===== src/rtl/wrr_pkg.sv =====
// Package: shared types for the weighted round-robin arbiter.
// Assumes: nothing beyond IEEE 1800-2017.
package wrr_pkg;

    // Control state: no grant held, or one access in progress.
    typedef enum logic {
        ST_IDLE   = 1'b0,
        ST_ACCESS = 1'b1
    } arb_state_t;

endpackage


===== src/rtl/wrr_credit_bank.sv =====
// Module: wrr_credit_bank
// Holds one credit counter per requester. A one-hot completion vector
// spends one credit, and a reload refills every counter from its weight.
// A weight of zero counts as one. has_credit_o shows the credits as they
// stand after this cycle's completion, so a decision made in the same
// cycle sees the spent credit.
// Assumes: done_i has at most one bit set, and that bit belongs to a
// requester with nonzero credit.
module wrr_credit_bank #(
    parameter int NREQ = 4,
    parameter int WW   = 3
) (
    input  logic                clk,
    input  logic                rst_n,
    input  logic [NREQ*WW-1:0]  weight_i,
    input  logic [NREQ-1:0]     done_i,
    input  logic                reload_i,
    output logic [NREQ-1:0]     has_credit_o
);

    localparam logic [WW-1:0] ONE = WW'(1);

    for (genvar g = 0; g < NREQ; g++) begin : g_cred
        logic [WW-1:0] wgt;
        logic [WW-1:0] eff;
        logic [WW-1:0] cred_q;
        logic [WW-1:0] cred_after;

        // Slice this requester's weight and map zero to one.
        always_comb begin
            wgt = weight_i[g*WW +: WW];
            eff = (wgt == '0) ? ONE : wgt;
        end

        // Apply this cycle's completion to the stored credit.
        always_comb begin
            cred_after = done_i[g] ? (cred_q - ONE) : cred_q;
        end

        assign has_credit_o[g] = (cred_after != '0);

        // Credit register: load on reset or reload, otherwise keep the spent value.
        always_ff @(posedge clk) begin
            if (!rst_n) begin
                cred_q <= eff;
            end else if (reload_i) begin
                cred_q <= eff;
            end else begin
                cred_q <= cred_after;
            end
        end
    end

endmodule


===== src/rtl/wrr_rr_pick.sv =====
// Module: wrr_rr_pick
// Rotating first-one finder. Starting at start_i and wrapping, it picks
// the first set bit of elig_i and returns it as a one-hot vector and an
// index. found_o is low when elig_i is empty.
// Assumes: start_i < NREQ.
module wrr_rr_pick #(
    parameter int NREQ = 4,
    localparam int IW  = (NREQ > 1) ? $clog2(NREQ) : 1
) (
    input  logic [NREQ-1:0] elig_i,
    input  logic [IW-1:0]   start_i,
    output logic [NREQ-1:0] pick_oh_o,
    output logic [IW-1:0]   pick_idx_o,
    output logic            found_o
);

    // Walk the positions from start_i upward with wrap; keep the first hit.
    always_comb begin
        logic [IW:0] pos;
        pick_oh_o  = '0;
        pick_idx_o = '0;
        found_o    = 1'b0;
        for (int k = 0; k < NREQ; k++) begin
            pos = {1'b0, start_i} + (IW+1)'(k);
            if (pos >= (IW+1)'(NREQ)) begin
                pos = pos - (IW+1)'(NREQ);
            end
            if (!found_o && elig_i[pos[IW-1:0]]) begin
                found_o                 = 1'b1;
                pick_idx_o              = pos[IW-1:0];
                pick_oh_o[pos[IW-1:0]]  = 1'b1;
            end
        end
    end

endmodule


===== src/rtl/wrr_arbiter.sv =====
// Module: wrr_arbiter (top)
// Weighted round-robin arbiter with held grants. A grant lasts until
// its holder raises end-of-access. A decision is made when the block
// is idle with requests pending, or when the current access ends. Only
// requesters that still have credit take part, unless none of those
// asking has any, in which case a new round reloads every credit.
// Assumes: weights stay constant within a round; the reset is synchronous
// and active low.
module wrr_arbiter #(
    parameter int NREQ = 4,
    parameter int WW   = 3,
    localparam int IW  = (NREQ > 1) ? $clog2(NREQ) : 1
) (
    input  logic                clk,
    input  logic                rst_n,
    input  logic [NREQ-1:0]     req_i,
    input  logic [NREQ-1:0]     end_i,
    input  logic [NREQ*WW-1:0]  weight_i,
    output logic [NREQ-1:0]     gnt_o
);
    import wrr_pkg::*;

    localparam logic [IW-1:0] LAST = IW'(NREQ - 1);

    arb_state_t      state_q, state_d;
    logic [NREQ-1:0] gnt_q, gnt_d;
    logic [IW-1:0]   ptr_q, ptr_d;

    logic            any_req;
    logic            end_hit;
    logic            decide;
    logic            new_round;
    logic [NREQ-1:0] done_vec;
    logic [NREQ-1:0] has_credit;
    logic [NREQ-1:0] elig_raw;
    logic [NREQ-1:0] pick_in;
    logic [NREQ-1:0] pick_oh;
    logic [IW-1:0]   pick_idx;
    logic            pick_found;

    // Decode completion and the decision event.
    always_comb begin
        any_req  = |req_i;
        end_hit  = (state_q == ST_ACCESS) && |(end_i & gnt_q);
        decide   = ((state_q == ST_IDLE) && any_req) || end_hit;
        done_vec = end_hit ? gnt_q : '0;
    end

    wrr_credit_bank #(
        .NREQ (NREQ),
        .WW   (WW)
    ) u_credit (
        .clk          (clk),
        .rst_n        (rst_n),
        .weight_i     (weight_i),
        .done_i       (done_vec),
        .reload_i     (new_round),
        .has_credit_o (has_credit)
    );

    // Eligibility; start a new round when no requester asking has credit.
    always_comb begin
        elig_raw  = req_i & has_credit;
        new_round = decide && any_req && (elig_raw == '0);
        pick_in   = new_round ? req_i : elig_raw;
    end

    wrr_rr_pick #(
        .NREQ (NREQ)
    ) u_pick (
        .elig_i     (pick_in),
        .start_i    (ptr_q),
        .pick_oh_o  (pick_oh),
        .pick_idx_o (pick_idx),
        .found_o    (pick_found)
    );

    // Next state, next grant and next search start.
    always_comb begin
        state_d = state_q;
        gnt_d   = gnt_q;
        ptr_d   = ptr_q;
        if (decide) begin
            if (any_req && pick_found) begin
                state_d = ST_ACCESS;
                gnt_d   = pick_oh;
                ptr_d   = (pick_idx == LAST) ? '0 : (pick_idx + IW'(1));
            end else begin
                state_d = ST_IDLE;
                gnt_d   = '0;
            end
        end
    end

    // Control registers with synchronous active-low reset.
    always_ff @(posedge clk) begin
        if (!rst_n) begin
            state_q <= ST_IDLE;
            gnt_q   <= '0;
            ptr_q   <= '0;
        end else begin
            state_q <= state_d;
            gnt_q   <= gnt_d;
            ptr_q   <= ptr_d;
        end
    end

    assign gnt_o = gnt_q;

endmodule


===== config.mk =====
export PLATFORM = sky130hd
export DESIGN_NAME = wrr_arbiter
export DESIGN_NICKNAME = d
export VERILOG_FILES = /design/src/rtl/wrr_pkg.sv /design/src/rtl/wrr_credit_bank.sv /design/src/rtl/wrr_rr_pick.sv /design/src/rtl/wrr_arbiter.sv
export SDC_FILE = /design/constraint.sdc
export NUM_CORES = 1
export LEC_CHECK = 0
export BUFFER_PORTS_ARGS = -buffer_cell sky130_fd_sc_hd__buf_2
export CAP_MARGIN = 30
export CELL_PAD_IN_SITES_DETAIL_PLACEMENT = 1
export CELL_PAD_IN_SITES_GLOBAL_PLACEMENT = 1
export CORE_MARGIN = 3
export CORE_UTILIZATION = 44
export CTS_BUF_LIST = sky130_fd_sc_hd__clkbuf_8
export DETAILED_ROUTE_END_ITERATION = 10
export GPL_ROUTABILITY_DRIVEN = 0
export HOLD_SLACK_MARGIN = 0.1
export PLACE_DENSITY = 0.93
export SYNTH_ARGS = -nofsm -noshare
export SYNTH_HDL_FRONTEND = slang
export SYNTH_SLANG_ARGS = --single-unit

===== constraint.sdc =====
create_clock -name clk -period 4.2 [get_ports clk]
set_clock_uncertainty 0.1 [all_clocks]
set_input_delay 0.42 -clock clk [delete_from_list [all_inputs] [get_ports clk]]
set_output_delay 0.42 -clock clk [all_outputs]
set_load 0.01 [all_outputs]

==> Flow_metrics.wiki, run 1 <==
{| class="wikitable"
! Metric !! Value
|-
| Placeable core region || 3716 µm²
|-
| Post-synth EDFFs || 0
|-
| Pin count of the biggest net entering global routing || 19
|-
| Synth top area share || 0.2221
|-
| Worst Setup End Kind || register
|-
| Source-to-sink clock delay at the later pin of the worst-skew pair || 270 ps
|-
| Post-Synthesis Net Count || 242
|-
| Hpwl dp || 3706 µm
|-
| XOR/XNOR Fraction of Synth Area || 0.06647
|-
| Max Fclk || 255.9 MHz
|-
| Basic-gate share of the synthesized area counting and, or, nand and nor cells || 0.1768
|-
| Met3 routed WL || 171 µm
|-
| DR vias || 1693
|-
| Clock tree root driver cell || sky130_fd_sc_hd__clkbuf_8
|-
| CTS Sinks || 19
|-
| Cell area after synthesis || 1713 µm²
|-
| Full die area || 4678 µm²
|-
| Worst slew margin relative to its limit || 0.5653
|-
| Post-CTS setup repair buffer count || 0
|-
| Outcome || complete, no violations
|-
| Number of antenna violations at the first check in global routing || 0
|-
| Drt first pass iters || 6
|-
| Largest family of logic cells by synthesized area || compound AO/OA/AOI/OAI gates
|-
| IO Count || 26
|-
| Starting Density || 0.4609
|-
| Mux cell area share after synthesis || 0.05551
|-
| TNS Setup || 0 ps
|-
| Final Cycle Share || 0.9303
|-
| Number of slew-limit violations in the final report || 0
|-
| Die Wd || 68.40 µm
|-
| TritonCTS Buffers || 3
|-
| Count of mapped cells out of synthesis || 208
|-
| Total of cells resized after clock tree synthesis || 0
|-
| Setup slack on the worst flop-to-flop path || 290 ps
|-
| Final hold viol count || 0
|-
| Global route overflow || 0
|-
| Worst min-delay path class || input port to register
|-
| Type of element launching the critical path || register
|-
| Number of hold buffers added after cts || 0
|-
| Cell taking the most area after synthesis || sky130_fd_sc_hd__dfxtp_1
|-
| Total Nets Final || 269
|-
| Via-to-Cell Ratio || 6.004
|-
| CTS clk-pin slew, worst paths || 80 ps
|-
| Async SR Flop Fraction || 0
|-
| Highest Signal Layer || met4
|-
| Number of synthesis warnings || 0
|-
| Final critical path time including I/O delays and setup || 3907 ps
|-
| Via count of the first global-routing pass || 1665
|-
| Area overhead of the layout relative to synthesis || 12.86%
|-
| Wire length per cell after detailed routing || 18.37 µm
|-
| Buf+Inv Stages, Crit Path || 1
|-
| Worst path slowest cell || sky130_fd_sc_hd__o41ai_2
|-
| Avg Cell Area, Syn || 8.235 µm²
|-
| Count of standard-cell rows || 22
|-
| Number of routed nets with antenna violations || 0
|-
| Number of flip-flops and latches in the synthesized netlist || 19
|-
| Global-route usage over all layers || 0.2313
|-
| CP top delay family || compound AO/OA/AOI/OAI gates
|-
| Setup Viol. Count Final || 0
|-
| Number of DRC markers after the initial detailed-route iteration || 84
|-
| Main flop type after synthesis || sky130_fd_sc_hd__dfxtp_1
|-
| Register area share after synthesis || 0.2221
|-
| First-pass GRT wire length || 8107 µm
|-
| CTS tree || built
|-
| Unrepaired setup endpoints after global routing || false
|-
| Top cells by area in the synthesized netlist || sky130_fd_sc_hd__dfxtp_1, sky130_fd_sc_hd__ha_1, sky130_fd_sc_hd__nand2_1
|-
| Ratio of cells with drive above 1 in the final layout || 0.2137
|-
| Critical path cell sequence || inv_1 -> ha_1 -> xnor2_1 -> nand3_1 -> a311o_1 -> o41ai_2 -> a21oi_1 -> a32oi_2 -> nor2b_1 -> a22oi_1 -> o21ai_0 -> a32o_1
|-
| Delay of the slowest critical-path stage || 630 ps
|-
| Critical path required time || 4260 ps
|-
| P per Cell Area || 544.1 nW/µm²
|-
| Max_cap viols || 0
|-
| Fraction of the mapped netlist area in compound gates || 0.3455
|-
| WL met2 || 2603 µm
|-
| Worst hold slack after final layout || 269.3 ps
|-
| Depth of the CTS H-tree || 1
|-
| Number of different library cells in the post-synthesis netlist || 51
|-
| Adder-cell area share of the yosys netlist || 0.08766
|-
| Worst Tran Pin Value || 645.1 ps
|-
| Critical path fanouts, max || 9
|-
| Antenna diode count || 0
|-
| Met1 layer wirelength in the final routing || 2257 µm
|-
| DRC viols || 0
|-
| Arr. time, crit path || 3960 ps
|-
| # port buffers || 25
|-
| Max Root-Sink Buffers || 2
|-
| Maximum vdd drop || 0.2411 mV
|-
| Critical path class || register to register
|-
| Die height || 68.40 µm
|-
| Final Routed Wirelength || 5179 µm
|-
| Leakage Power || 0.8049 nW
|}
area by class of cell:
class,instances,area [µm²]
Fill cell,466,1783
Clock buffer,3,41.29
Multi-Input combinational cell,170,1254
Tap cell,48,60.06
Timing Repair Buffer,27,140.1
Inverter,14,52.55
Sequential cell,19,380.4
Clock inverter,1,5.005
worst reg2reg max path: stages, from the launching register on:
cell	delay (ps)
sky130_fd_sc_hd__dfxtp_1	450
sky130_fd_sc_hd__inv_1	70
sky130_fd_sc_hd__ha_1	230
sky130_fd_sc_hd__xnor2_1	240
sky130_fd_sc_hd__nand3_1	120
sky130_fd_sc_hd__a311o_1	440
sky130_fd_sc_hd__o41ai_2	640
sky130_fd_sc_hd__a21oi_1	170
sky130_fd_sc_hd__a32oi_2	480
sky130_fd_sc_hd__nor2b_1	230
sky130_fd_sc_hd__a22oi_1	230
sky130_fd_sc_hd__o21ai_0	140
sky130_fd_sc_hd__a32o_1	270
Yosys cell counts (2+ instances only):
| library cell | n |
|---|---|
| sky130_fd_sc_hd__a21oi_2 | 2 |
| sky130_fd_sc_hd__clkbuf_1 | 4 |
| sky130_fd_sc_hd__and2_1 | 3 |
| sky130_fd_sc_hd__nand3_1 | 4 |
| sky130_fd_sc_hd__ha_1 | 12 |
| sky130_fd_sc_hd__o21a_1 | 4 |
| sky130_fd_sc_hd__o41ai_2 | 2 |
| sky130_fd_sc_hd__xnor2_1 | 6 |
| sky130_fd_sc_hd__inv_1 | 13 |
| sky130_fd_sc_hd__o21ai_0 | 18 |
| sky130_fd_sc_hd__o31ai_1 | 3 |
| sky130_fd_sc_hd__xor2_1 | 7 |
| sky130_fd_sc_hd__o211ai_1 | 2 |
| sky130_fd_sc_hd__a22oi_4 | 2 |
| sky130_fd_sc_hd__dfxtp_1 | 19 |
| sky130_fd_sc_hd__nand2b_1 | 2 |
| sky130_fd_sc_hd__nor3_1 | 5 |
| sky130_fd_sc_hd__mux2i_1 | 5 |
| sky130_fd_sc_hd__a32o_1 | 4 |
| sky130_fd_sc_hd__nand2_1 | 25 |
| sky130_fd_sc_hd__mux2_2 | 4 |
| sky130_fd_sc_hd__nor2_1 | 13 |
| sky130_fd_sc_hd__a22oi_1 | 8 |
| sky130_fd_sc_hd__a21oi_1 | 14 |
routing by layer:
layer,track usage,up-vias
li1,-,826
met5,0,-
met2,0.4052,46
met1,0.2734,805
met3,0.03448,16
met4,0.1067,0
flip-flops by register name, indices dropped and copies added, names as in the netlist:
signal	count
u_credit.g_cred.cred_q	12
ptr_q	2
gnt_o	4
state_q	1
cells in the final DEF (no fill, tap or decap), types with 3 or more instances in the layout:
master                      n
sky130_fd_sc_hd__xnor2_1    6
sky130_fd_sc_hd__and2_1     3
sky130_fd_sc_hd__nor2_1    13
sky130_fd_sc_hd__mux2i_1    5
sky130_fd_sc_hd__buf_2     25
sky130_fd_sc_hd__mux2_2     4
sky130_fd_sc_hd__o21ai_0   18
sky130_fd_sc_hd__ha_1      12
sky130_fd_sc_hd__a21oi_1   14
sky130_fd_sc_hd__xor2_1     7
sky130_fd_sc_hd__clkbuf_8   3
sky130_fd_sc_hd__inv_1     13
sky130_fd_sc_hd__o31ai_1    3
sky130_fd_sc_hd__nor3_1     5
sky130_fd_sc_hd__dfxtp_1   19
sky130_fd_sc_hd__a32o_1     4
sky130_fd_sc_hd__nand2_1   25
sky130_fd_sc_hd__nand3_1    4
sky130_fd_sc_hd__o21a_1     4
sky130_fd_sc_hd__a22oi_1    8
through the flow:
stage / cell area, µm² / total power (W) / instances / utilization / worst slack (ps)
2_1_floorplan: 1713 / 0.0007427 / 208 / - / 889.7
4_1_cts: 1933 / 0.001043 / 282 / 0.5202 / 349.9
3_3_place_gp: 1887 / 0.0008660 / 278 / 0.5077 / 599.4
3_5_place_dp: 1887 / 0.0008974 / 278 / 0.5077 / 455.4
5_1_grt: 1933 / 0.001121 / 282 / 0.5202 / 77.91
6_report: 1933 / 0.001052 / 282 / 0.5202 / 292.7
power by group:
part / switching [W] / internal, W / total (W)
Sequential: 0.0000755 / 0.000222 / 0.000297
Clock: 0.0000677 / 0.0000662 / 0.000134
Combinational: 0.000364 / 0.000257 / 0.000621
Total: 0.000507 / 0.000545 / 0.00105
kinds of logic after synthesis:
kind of cell             after synthesis
AO/OA/AOI/OAI                         73
XOR/XNOR                              13
adder cells (fa/ha/maj)               12
buffers and inverters                 19
flip-flops                            19
multiplexers                           9
AND/OR/NAND/NOR                       63
worst paths after layout:
kind                                              startpoint                      endpoint  depth (start not counted)
worst min-delay path                            weight_i[10]  u_credit.g_cred[3].cred_q[1]                          3
worst max register to register  u_credit.g_cred[0].cred_q[0]                      gnt_o[2]                         12
worst min register to register  u_credit.g_cred[3].cred_q[1]  u_credit.g_cred[3].cred_q[1]                          2
worst max-delay path            u_credit.g_cred[0].cred_q[0]                      gnt_o[2]                         12
Note: power is estimated with default switching activity, not from simulation.
==> run 2, diff against run 1 <==
==> constraint.sdc (replaced) <==
create_clock -name clk -period 4.03 [get_ports clk]
set_clock_uncertainty 0.1 [all_clocks]
set_input_delay 0.403 -clock clk [delete_from_list [all_inputs] [get_ports clk]]
set_output_delay 0.403 -clock clk [all_outputs]
set_load 0.01 [all_outputs]
==> Flow_metrics.wiki, run 2 (synthesis gave the netlist of run 1 again) <==
{| class="wikitable"
! Metric !! Value
|-
| DRC viols || 0 (unchanged)
|-
| Hold path startpoint || weight_i[10]
|-
| Outcome || finished with violations
|-
| Global route overflow || 0 (unchanged)
|-
| Max Root-Sink Buffers || 2 (unchanged)
|-
| Number of hold buffers added after cts || 0 (unchanged)
|-
| Antenna diode count || 0 (unchanged)
|-
| Setup WS pre-CTS || 293.1 ps (-162.2 ps)
|-
| Leakage Power || 0.8435 nW (+4.8%)
|-
| Via count of the first global-routing pass || 1710 (+2.7%)
|-
| Sequential group share of total power || 0.254 (-0.029)
|-
| Fill count || 475 (+1.9%)
|-
| Number of antenna violations at the first check in global routing || 0 (unchanged)
|-
| Max_cap viols || 0 (unchanged)
|-
| Critical path fanouts, max || 7 (-2)
|-
| Delay of the slowest critical-path stage || 480 ps (-150 ps)
|-
| Max Fclk || 244.9 MHz (-4.3%)
|-
| Count of standard-cell rows || 22 (unchanged)
|-
| P per Cell Area || 579.1 nW/µm² (+6.4%)
|-
| Pin count of the biggest net entering global routing || 19 (unchanged)
|-
| Critical R2R Launch || u_credit.g_cred[0].cred_q[0]
|-
| Clock tree root driver cell || sky130_fd_sc_hd__clkbuf_8
|-
| Biggest register || u_credit.g_cred.cred_q
|-
| Number of flip-flops in the largest register || 12 (unchanged)
|-
| Placeable core region || 3716 µm² (unchanged)
|-
| Number of DRC markers after the initial detailed-route iteration || 90 (+7.1%)
|-
| Wire length per cell after detailed routing || 19.32 µm (+5.2%)
|-
| Non-filler cells, final || 287 (+1.8%)
|-
| Area overhead of the layout relative to synthesis || 17.09%
|-
| IO Count || 26 (unchanged)
|-
| CTS Sinks || 19 (unchanged)
|-
| Depth of the CTS H-tree || 1 (unchanged)
|-
| Die height || 68.40 µm (unchanged)
|-
| Ratio of cells with drive above 1 in the final layout || 0.2301 (+0.01645)
|-
| Final critical path time including I/O delays and setup || 4083 ps (+176.1 ps)
|-
| Highest Signal Layer || met4
|-
| Drt first pass iters || 4 (-2)
|-
| Met1 layer wirelength in the final routing || 2265 µm (+0.35%)
|-
| TritonCTS Buffers || 3 (unchanged)
|-
| Arr. time, crit path || 4170 ps (+210 ps)
|-
| Total instance count after detailed placement || 281 (+1.1%)
|-
| Combinational group share of total power || 0.630 (+0.040)
|-
| Worst min-delay path class || input port to register
|-
| CTS clk-pin slew, worst paths || 80 ps (about the same)
|-
| Final Power || 0.001161 W (+10%)
|-
| Net switching fraction of the power || 0.4904 (+0.008204)
|-
| Final hold viol count || 0 (unchanged)
|-
| Number of routed nets with antenna violations || 0 (unchanged)
|-
| Clock network power share || 0.116 (-0.011)
|-
| Violations in the final reports || setup timing
|-
| Total Nets Final || 274 (+1.9%)
|-
| Worst path slowest cell || sky130_fd_sc_hd__a311o_1
|-
| Start point of the critical path || u_credit.g_cred[0].cred_q[0]
|-
| Maximum vdd drop || 0.2471 mV (+2.5%)
|-
| Worst slew margin relative to its limit || 0.5492 (-0.01610)
|-
| Final Routed Wirelength || 5545 µm (+7.1%)
|-
| Leading cell types in the layout, fill and taps excluded || sky130_fd_sc_hd__nand2_1, sky130_fd_sc_hd__buf_2, sky130_fd_sc_hd__dfxtp_1
|-
| Source-to-sink clock delay at the later pin of the worst-skew pair || 260 ps (about the same)
|-
| Setup Viol. Count Final || 1 (+1)
|-
| Starting Density || 0.4609 (unchanged)
|-
| Worst Tran Pin Value || 657.5 ps (+12.40 ps)
|-
| Final Cycle Share || 1.013 (+0.08294)
|-
| Via-to-Cell Ratio || 6.220 (+3.6%)
|-
| NetSw || 0.0005696 W (+12%)
|-
| Critical path cell sequence || inv_1 -> ha_1 -> xnor2_1 -> nand3_1 -> a311o_1 -> o41ai_4 -> buf_4 -> nor2_2 -> or3_4 -> a2111oi_4 -> nand3b_1 -> or3b_1 -> a31oi_1
|-
| Met3 routed WL || 205 µm (+20%)
|-
| Die Wd || 68.40 µm (unchanged)
|-
| Critical path required time || 4120 ps (-140 ps)
|-
| Critical path class || register to register
|-
| Global-route usage over all layers || 0.2228 (-0.008593)
|-
| WL met2 || 2816 µm (+8.2%)
|-
| CTS tree || built
|-
| # port buffers || 25 (unchanged)
|-
| Worst Setup End Kind || register
|-
| Hpwl dp || 3686 µm (-0.54%)
|-
| Layout Utilization || 0.5397 (+0.01953)
|-
| Power Internal || 0.0005919 W (+8.7%)
|-
| Full die area || 4678 µm² (unchanged)
|-
| Hold depth || 3 (unchanged)
|-
| Final Worst Setup Slack || -53.37 ps (-346.1 ps)
|-
| Depth of the worst register-to-register path || 13 (+1)
|-
| Type of element launching the critical path || register
|-
| Number of slew-limit violations in the final report || 0 (unchanged)
|-
| DR vias || 1785 (+5.4%)
|-
| First-pass GRT wire length || 7907 µm (-2.5%)
|}
[run 2: power by group through the flow]
stage | registers, W | logic [W] | clock network (W)
2_1_floorplan | 0.000293 | 0.000481 | 0
3_3_place_gp | 0.000294 | 0.000616 | 0
3_5_place_dp | 0.000297 | 0.000645 | 0
4_1_cts | 0.000294 | 0.000660 | 0.000134
5_1_grt | 0.000302 | 0.000796 | 0.000142
6_report | 0.000295 | 0.000731 | 0.000135
[run 2: cell type report]
class	count	area [µm²]	area share
clock buffers	3	41.29	0.02059
clock inverters	1	3.754	0.001871
inverters	14	52.55	0.02620
multi-input cells	170	1290	0.6432
flip-flops and latches	19	380.4	0.1896
well taps	48	60.06	0.02994
repair buffers	32	177.7	0.08858
[run 2: path summary, 6_finish.rpt]
kind	slack, ps	to
max	-50	ptr_q[1]
min	280	u_credit.g_cred[3].cred_q[1]
max reg2reg	-50	ptr_q[1]
min reg2reg	510	gnt_o[1]
[run 2: metal layers]
layer | vias to the layer above | GRT usage
li1 | 832 | -
met1 | 865 | 0.2653
met2 | 61 | 0.3933
met3 | 27 | 0.02627
met4 | 0 | 0.1017
met5 | - | 0
[run 2: worst max-delay path, delay by kind of cell (launching register included)]
family          cells  cell delay, ps
flops               1             430
simple gates        5            1110
fa+ha+maj           1             240
compound gates      4            1520
xor+xnor            1             340
buf+inv             2             280
[run 2: repair_timing]
item | 4_1_cts | 5_1_grt
buffers inserted | 0 | 2
setup endpoints to repair | 0 | 6
gates resized for setup | 0 | 4
[run 2: per-stage QoR]
step | area, µm² | hold WS (ps) | TNS, ps
after floorplan | 1713 | 411.6 | 0
after global placement | 1909 | 468.5 | 0
after detailed placement | 1909 | 481.6 | 0
after CTS | 1954 | 278.4 | 0
after global routing | 2006 | 306.1 | -197.4
final | 2006 | 275.4 | -53.37
